## config.mk

```make
export PLATFORM = sky130hd
export DESIGN_NAME = secs_rtc
export DESIGN_NICKNAME = d
export VERILOG_FILES = /design/src/rtl/rtc_pkg.sv /design/src/rtl/rtc_seconds_counter.sv /design/src/rtl/rtc_alarm.sv /design/src/rtl/rtc_bus_regs.sv /design/src/rtl/secs_rtc.sv
export SDC_FILE = /design/constraint.sdc
export NUM_CORES = 1
export LEC_CHECK = 0
export ABC_AREA = 1
export BUFFER_PORTS_ARGS = -buffer_cell sky130_fd_sc_hd__buf_2
export CELL_PAD_IN_SITES_DETAIL_PLACEMENT = 1
export CELL_PAD_IN_SITES_GLOBAL_PLACEMENT = 2
export CORE_MARGIN = 2
export CORE_UTILIZATION = 36
export CTS_CLUSTER_DIAMETER = 30
export DETAILED_ROUTE_END_ITERATION = 10
export PLACE_DENSITY = 0.87
export SLEW_MARGIN = 20
export SYNTH_ARGS = -nofsm -noshare
export SYNTH_HDL_FRONTEND = slang
export SYNTH_SLANG_ARGS = --single-unit
```

## constraint.sdc

```tcl
create_clock -name clk -period 9.15 [get_ports clk]
set_clock_uncertainty 0.1 [all_clocks]
set_input_delay 1.83 -clock clk [delete_from_list [all_inputs] [get_ports clk]]
set_output_delay 1.83 -clock clk [all_outputs]
set_load 0.1 [all_outputs]
```

## src/rtl/rtc_pkg.sv

```systemverilog
package rtc_pkg;

    localparam int BYTE_W          = 8;
    localparam int CTRL_CNT_EN_BIT = 7;
    localparam int CTRL_ALM_EN_BIT = 1;
    localparam int ALM2_STAT_BIT   = 0;
    localparam int ADDR_CTRL       = 0;
    localparam int ADDR_ALM2       = 1;
    localparam int ADDR_LOAD_BASE  = 2;

    typedef enum logic [2:0] {
        RG_CTRL,
        RG_ALM2,
        RG_LOAD,
        RG_LIVE,
        RG_CMP,
        RG_NONE
    } rtc_region_e;

    typedef struct packed {
        logic cnt_en;
        logic alm_en;
    } rtc_ctrl_t;

    typedef struct packed {
        rtc_region_e region;
        logic [7:0]  idx;
    } rtc_decode_t;

    // Map a bus address to a register region and a byte index within it.
    function automatic rtc_decode_t decode_addr(input int unsigned a, input int unsigned nb);
        rtc_decode_t d;
        int unsigned live_base;
        int unsigned cmp_base;
        live_base = ADDR_LOAD_BASE + nb;
        cmp_base  = ADDR_LOAD_BASE + 2 * nb;
        d.region  = RG_NONE;
        d.idx     = '0;
        if (a == ADDR_CTRL) begin
            d.region = RG_CTRL;
        end else if (a == ADDR_ALM2) begin
            d.region = RG_ALM2;
        end else if (a >= ADDR_LOAD_BASE && a < live_base) begin
            d.region = RG_LOAD;
            d.idx    = 8'(a - ADDR_LOAD_BASE);
        end else if (a >= live_base && a < cmp_base) begin
            d.region = RG_LIVE;
            d.idx    = 8'(a - live_base);
        end else if (a >= cmp_base && a < cmp_base + nb) begin
            d.region = RG_CMP;
            d.idx    = 8'(a - cmp_base);
        end
        return d;
    endfunction

endpackage

```

## src/rtl/rtc_seconds_counter.sv

```systemverilog
module rtc_seconds_counter #(
    parameter int CNT_W = 32
) (
    input  logic             clk,
    input  logic             rst,
    input  logic             tick,
    input  logic             enable,
    input  logic             load,
    input  logic [CNT_W-1:0] load_val,
    output logic [CNT_W-1:0] count,
    output logic             step
);

    // A load in the same cycle as a tick takes priority; the tick is lost.
    assign step = enable && tick && !load;

    always_ff @(posedge clk) begin
        if (rst) begin
            count <= '0;
        end else if (load) begin
            count <= load_val;
        end else if (step) begin
            count <= count + CNT_W'(1);
        end
    end

    assert_inc_R2: assert property (@(posedge clk) disable iff (rst)
        step |=> count == $past(count) + CNT_W'(1));

    assert_hold_R2: assert property (@(posedge clk) disable iff (rst)
        (!load && !(enable && tick)) |=> $stable(count));

    assert_load_R4: assert property (@(posedge clk) disable iff (rst)
        load |=> count == $past(load_val));

    assert_wrap_R5: assert property (@(posedge clk) disable iff (rst)
        (step && count == {CNT_W{1'b1}}) |=> count == '0);

endmodule

```

## src/rtl/rtc_alarm.sv

```systemverilog
module rtc_alarm #(
    parameter int CNT_W = 32
) (
    input  logic             clk,
    input  logic             rst,
    input  logic             step,
    input  logic [CNT_W-1:0] count,
    input  logic [CNT_W-1:0] cmp_val,
    input  logic             alm_en,
    input  logic             clr,
    output logic             status,
    output logic             irq
);

    logic [CNT_W-1:0] next_count;
    logic             match;

    assign next_count = count + CNT_W'(1);
    assign match      = step && alm_en && (next_count == cmp_val);

    // A new match beats a software clear in the same cycle.
    always_ff @(posedge clk) begin
        if (rst) begin
            status <= 1'b0;
        end else if (match) begin
            status <= 1'b1;
        end else if (clr) begin
            status <= 1'b0;
        end
    end

    assign irq = status && alm_en;

    assert_rise_R8: assert property (@(posedge clk) disable iff (rst)
        !step |=> !$rose(status));

    assert_gate_R8: assert property (@(posedge clk) disable iff (rst)
        (!alm_en && !status) |=> !status);

    assert_clear_R9: assert property (@(posedge clk) disable iff (rst)
        (clr && !step) |=> !status);

    assert_irq_R10: assert property (@(posedge clk) disable iff (rst)
        !alm_en |-> !irq);

endmodule

```

## src/rtl/rtc_bus_regs.sv

```systemverilog
module rtc_bus_regs
    import rtc_pkg::*;
#(
    parameter int NBYTES = 4,
    parameter int ADDR_W = 4,
    localparam int CNT_W = NBYTES * BYTE_W
) (
    input  logic              clk,
    input  logic              rst,
    input  logic [ADDR_W-1:0] addr,
    input  logic [BYTE_W-1:0] wdata,
    input  logic              we,
    input  logic [CNT_W-1:0]  count,
    input  logic              status,
    output rtc_ctrl_t         ctrl,
    output logic [CNT_W-1:0]  cmp_val,
    output logic              load_pulse,
    output logic [CNT_W-1:0]  load_val,
    output logic              status_clr,
    output logic [BYTE_W-1:0] rdata
);

    rtc_decode_t dec;
    assign dec = decode_addr(int'(addr), NBYTES);

    always_ff @(posedge clk) begin
        if (rst) begin
            ctrl <= '0;
        end else if (we && dec.region == RG_CTRL) begin
            ctrl.cnt_en <= wdata[CTRL_CNT_EN_BIT];
            ctrl.alm_en <= wdata[CTRL_ALM_EN_BIT];
        end
    end

    assign load_pulse = we && dec.region == RG_LOAD && dec.idx == 8'd0;
    assign status_clr = we && dec.region == RG_ALM2 && !wdata[ALM2_STAT_BIT];

    assign load_val[BYTE_W-1:0] = wdata;

    for (genvar b = 1; b < NBYTES; b++) begin : g_stage
        logic [BYTE_W-1:0] stage_q;
        always_ff @(posedge clk) begin
            if (rst) begin
                stage_q <= '0;
            end else if (we && dec.region == RG_LOAD && dec.idx == 8'(b)) begin
                stage_q <= wdata;
            end
        end
        assign load_val[b*BYTE_W +: BYTE_W] = stage_q;
    end

    for (genvar b = 0; b < NBYTES; b++) begin : g_cmp
        logic [BYTE_W-1:0] cmp_q;
        always_ff @(posedge clk) begin
            if (rst) begin
                cmp_q <= '0;
            end else if (we && dec.region == RG_CMP && dec.idx == 8'(b)) begin
                cmp_q <= wdata;
            end
        end
        assign cmp_val[b*BYTE_W +: BYTE_W] = cmp_q;
    end

    always_comb begin
        rdata = '0;
        case (dec.region)
            RG_CTRL: begin
                rdata[CTRL_CNT_EN_BIT] = ctrl.cnt_en;
                rdata[CTRL_ALM_EN_BIT] = ctrl.alm_en;
            end
            RG_ALM2: rdata[ALM2_STAT_BIT] = status;
            RG_LIVE: begin
                for (int b = 0; b < NBYTES; b++) begin
                    if (dec.idx == 8'(b)) rdata = count[b*BYTE_W +: BYTE_W];
                end
            end
            RG_CMP: begin
                for (int b = 0; b < NBYTES; b++) begin
                    if (dec.idx == 8'(b)) rdata = cmp_val[b*BYTE_W +: BYTE_W];
                end
            end
            default: rdata = '0;
        endcase
    end

    assert_ctrl_R6: assert property (@(posedge clk) disable iff (rst)
        (we && dec.region == RG_CTRL) |=> ctrl.alm_en == $past(wdata[CTRL_ALM_EN_BIT]));

endmodule

```

## src/rtl/secs_rtc.sv

```systemverilog
module secs_rtc
    import rtc_pkg::*;
#(
    parameter int NBYTES = 4,
    parameter int ADDR_W = 4,
    localparam int CNT_W = NBYTES * BYTE_W
) (
    input  logic              clk,
    input  logic              rst,
    input  logic              tick_1hz,
    input  logic [ADDR_W-1:0] bus_addr,
    input  logic [7:0]        bus_wdata,
    input  logic              bus_we,
    output logic [7:0]        bus_rdata,
    output logic              alarm_irq
);

    rtc_ctrl_t        ctrl;
    logic [CNT_W-1:0] count;
    logic [CNT_W-1:0] cmp_val;
    logic [CNT_W-1:0] load_val;
    logic             load_pulse;
    logic             status_clr;
    logic             status;
    logic             step;

    rtc_bus_regs #(.NBYTES(NBYTES), .ADDR_W(ADDR_W)) u_regs (
        .clk        (clk),
        .rst        (rst),
        .addr       (bus_addr),
        .wdata      (bus_wdata),
        .we         (bus_we),
        .count      (count),
        .status     (status),
        .ctrl       (ctrl),
        .cmp_val    (cmp_val),
        .load_pulse (load_pulse),
        .load_val   (load_val),
        .status_clr (status_clr),
        .rdata      (bus_rdata)
    );

    rtc_seconds_counter #(.CNT_W(CNT_W)) u_cnt (
        .clk      (clk),
        .rst      (rst),
        .tick     (tick_1hz),
        .enable   (ctrl.cnt_en),
        .load     (load_pulse),
        .load_val (load_val),
        .count    (count),
        .step     (step)
    );

    rtc_alarm #(.CNT_W(CNT_W)) u_alm (
        .clk     (clk),
        .rst     (rst),
        .step    (step),
        .count   (count),
        .cmp_val (cmp_val),
        .alm_en  (ctrl.alm_en),
        .clr     (status_clr),
        .status  (status),
        .irq     (alarm_irq)
    );

    assert_load_only_R8: assert property (@(posedge clk) disable iff (rst)
        (load_pulse && !status) |=> !status);

endmodule

```

==> out/results.ini <==
[status]
status=finished clean

[cts]
post_cts_buffers=0
numCtsBuffers=9
cts_buffer_depth=2
cts_resized=0
clk-insertion-delay-late_ps=370
cts_tree=built
cts.sinks=91
clk_pin_slew_ps=70
cts-root-buf=clkbuf_16
cts_hold_buf=0
h-tree-depth=3

[sta]
rsz0062_at_grt=no
finalSetupViolCount=0
slew_headroom_pct=36.6
period_minus_slack_ps=6480
setup_tns_ps=0
drv_slew=0
fin_crit_sh_pct=70.8
timing.fmax_mhz=154
tightest_slew_ps=944
finalHoldViolCount=0

[synth]
synth_warnings=0
synth_nets=1027
ys_ff_latch=91
syn_inst=1003
synthAdderAreaFrac_pct=1.65
synthSimpleGateAreaFrac_pct=34.9
ys_types=35
avgSynthCellArea_sq_um=6.04
synthXorXnorAreaFrac_pct=0.289
synth_seq_area_share_pct=30.1
synth-compound-area-share_pct=20.6
synth_top_family_by_area=simple AND/OR/NAND/NOR gates
synth_area_sq_um=6060
synthMuxAreaShare_pct=0

[layout]
multi_input_area_sq_um=3480
seq_area_sq_um=1820
syn2layout_area_growth_pct=8.24
diodes=0
drive_gt1_share_pct=8.29
fill_cells=2273
finalNetCount=1032

[grt]
grt_pass1_vias=6618
grt_max_degree=88
antenna_found_initial=0
grt.overflow.total=0
grtUsageTotal_pct=28.2
grt_pass1_wl_mm=38.0

[critical_path]
startpoint_type=input pin
cp.arrival_ps=4550
critPathKind=input pin to output pin
cp_max_fo=11
cp.required_ps=7220
cp-end-kind=output pin

[die]
rows=47
initial_core_util_pct=36.7
dieArea_sq_um=17900
num_io_pins=25
die_w_um=134
core-area_sq_um=16500
fp.dieH_um=134

[drt]
wire_per_inst_um=19.8
postRouteAntennaNets=0
drt-total-wl_mm=24.4
firstDrtPassIters=5
drc=0
drtIter0Drc=517
dr_total_vias=6655
viasPerCell=5.40

[power_and_ir_drop]
p_leak_nw=2.82
peakVddDrop_mv=0.0846
powerDensity_nw_per_um2=133
p_total_mw=0.870

[placement]
hpwl_mm=18.5
port-buffer-count=24
place.gp.congestion=0.925

[worst_hold_path]
hold_class=register to register

[flow_run]
cap_violations=0

worst paths after layout:
check	from	end	slack [ps]	cells after the start
worst max-delay path	bus_addr[1]	bus_rdata[5]	2670	19
worst min-delay path	u_regs.g_stage[3].stage_q[7]	u_regs.g_stage[3].stage_q[7]	360	2
worst max register to register	u_cnt.count[0]	u_alm.status	5430	15
worst min register to register	u_regs.g_stage[3].stage_q[7]	u_regs.g_stage[3].stage_q[7]	360	2
cell families (layout without fill, tap and decap cells):
group | after synthesis | count (layout)
AOI/OAI and AO/OA | 232 | 232
buffers and inverters | 182 | 192
xor gates and xnor gates | 2 | 2
DFF | 91 | 91
adders and majority gates | 8 | 8
and+or+nand+nor | 488 | 488
critical path, cell delays in order:
cell	delay (ps)
buf_2	130
inv_1	110
ha_1	180
inv_1	50
ha_1	160
inv_1	140
nand2_1	120
nand2_1	100
nor2_1	50
o21ai_2	140
nand2_1	90
a21oi_1	120
nand2_1	230
inv_2	230
nand2_1	70
o211ai_1	90
o21ai_0	100
nand2_1	160
buf_2	440
Yosys cell counts:
master	n	area share [%]
o21ai_2	1	0.14
nor2_1	93	5.8
o21ai_1	28	2.3
nor2_2	5	0.52
xor2_1	2	0.29
nor3_1	3	0.25
ha_1	8	1.7
nand3_1	80	6.6
nor2_4	1	0.19
o211ai_1	5	0.62
dfxtp_1	91	30
nand2_2	14	1.4
buf_6	2	0.37
nor3_4	1	0.27
nand2_4	6	1.1
nand3_2	1	0.17
o22ai_1	25	2.6
buf_2	7	0.58
a21oi_1	71	5.9
nand4_1	8	0.83
nor3_2	1	0.17
or2_1	1	0.10
inv_1	141	8.7
inv_4	1	0.10
nor4_4	1	0.35
clkbuf_1	9	0.56
nand3_4	1	0.29
inv_2	9	0.56
nand2_1	271	17
nor4_1	1	0.10
buf_4	12	1.5
o21ai_0	88	7.3
clkbuf_2	1	0.082
o221ai_1	5	0.72
o21bai_1	9	1.1
placed cells by master, fill, tap and decap left out, types with 2 or more instances in the layout:
cell	instances
clkbuf_16	9
inv_1	140
nand4_1	8
nand2_1	271
ha_1	8
nor2_1	93
o221ai_1	5
o211ai_1	5
o21ai_1	28
o21ai_0	88
xor2_1	2
buf_2	24
o22ai_1	25
o21bai_1	9
inv_6	5
inv_2	10
nand2_2	14
a21oi_1	71
nor3_1	3
nor2_2	5
nand3_1	80
nand2_4	6
dfxtp_1	91
metal layers:
layer	GRT usage [%]	wire (um)	vias up
met1	37.3	11200	3217
met2	47.1	11400	146
li1	-	-	3260
met4	8.92	593	0
met3	4.49	1220	32
met5	0	0	-
power breakdown:
group	internal (mW)	switching (mW)
registers	0.399	0.00335
logic	0.0239	0.0706
clock network	0.189	0.184
total	0.613	0.258
area by class of cell:
class                   instances  share of cell area [%]
multi-input cells             730                    53.1
flip-flops and latches         91                    27.8
inverters                     151                    8.68
well taps                     220                    4.20
clock buffers                   9                    3.43
repair buffers                 25                    1.95
clock inverters                 7                   0.877
state kept, by name, indices dropped and copies added, names as in the netlist:
signal                  cells
u_regs.ctrl                 2
u_cnt.count                32
u_alm.status                1
u_regs.g_cmp.cmp_q         32
u_regs.g_stage.stage_q     24
metrics by stage:
step           worst slack (ps)  std cells  hold WS [ps]  cell area, sq um  utilization (%)
6_report                   2670       1233           357              6560             39.7
2_1_floorplan              2340       1003           330              6060                -
3_5_place_dp               2680       1217           348              6280             38.0
5_1_grt                    2350       1233           374              6560             39.7
3_3_place_gp               2750       1217           346              6280             38.0
4_1_cts                    2680       1233           361              6560             39.7
No activity file was read; power rests on OpenSTA's default activity.
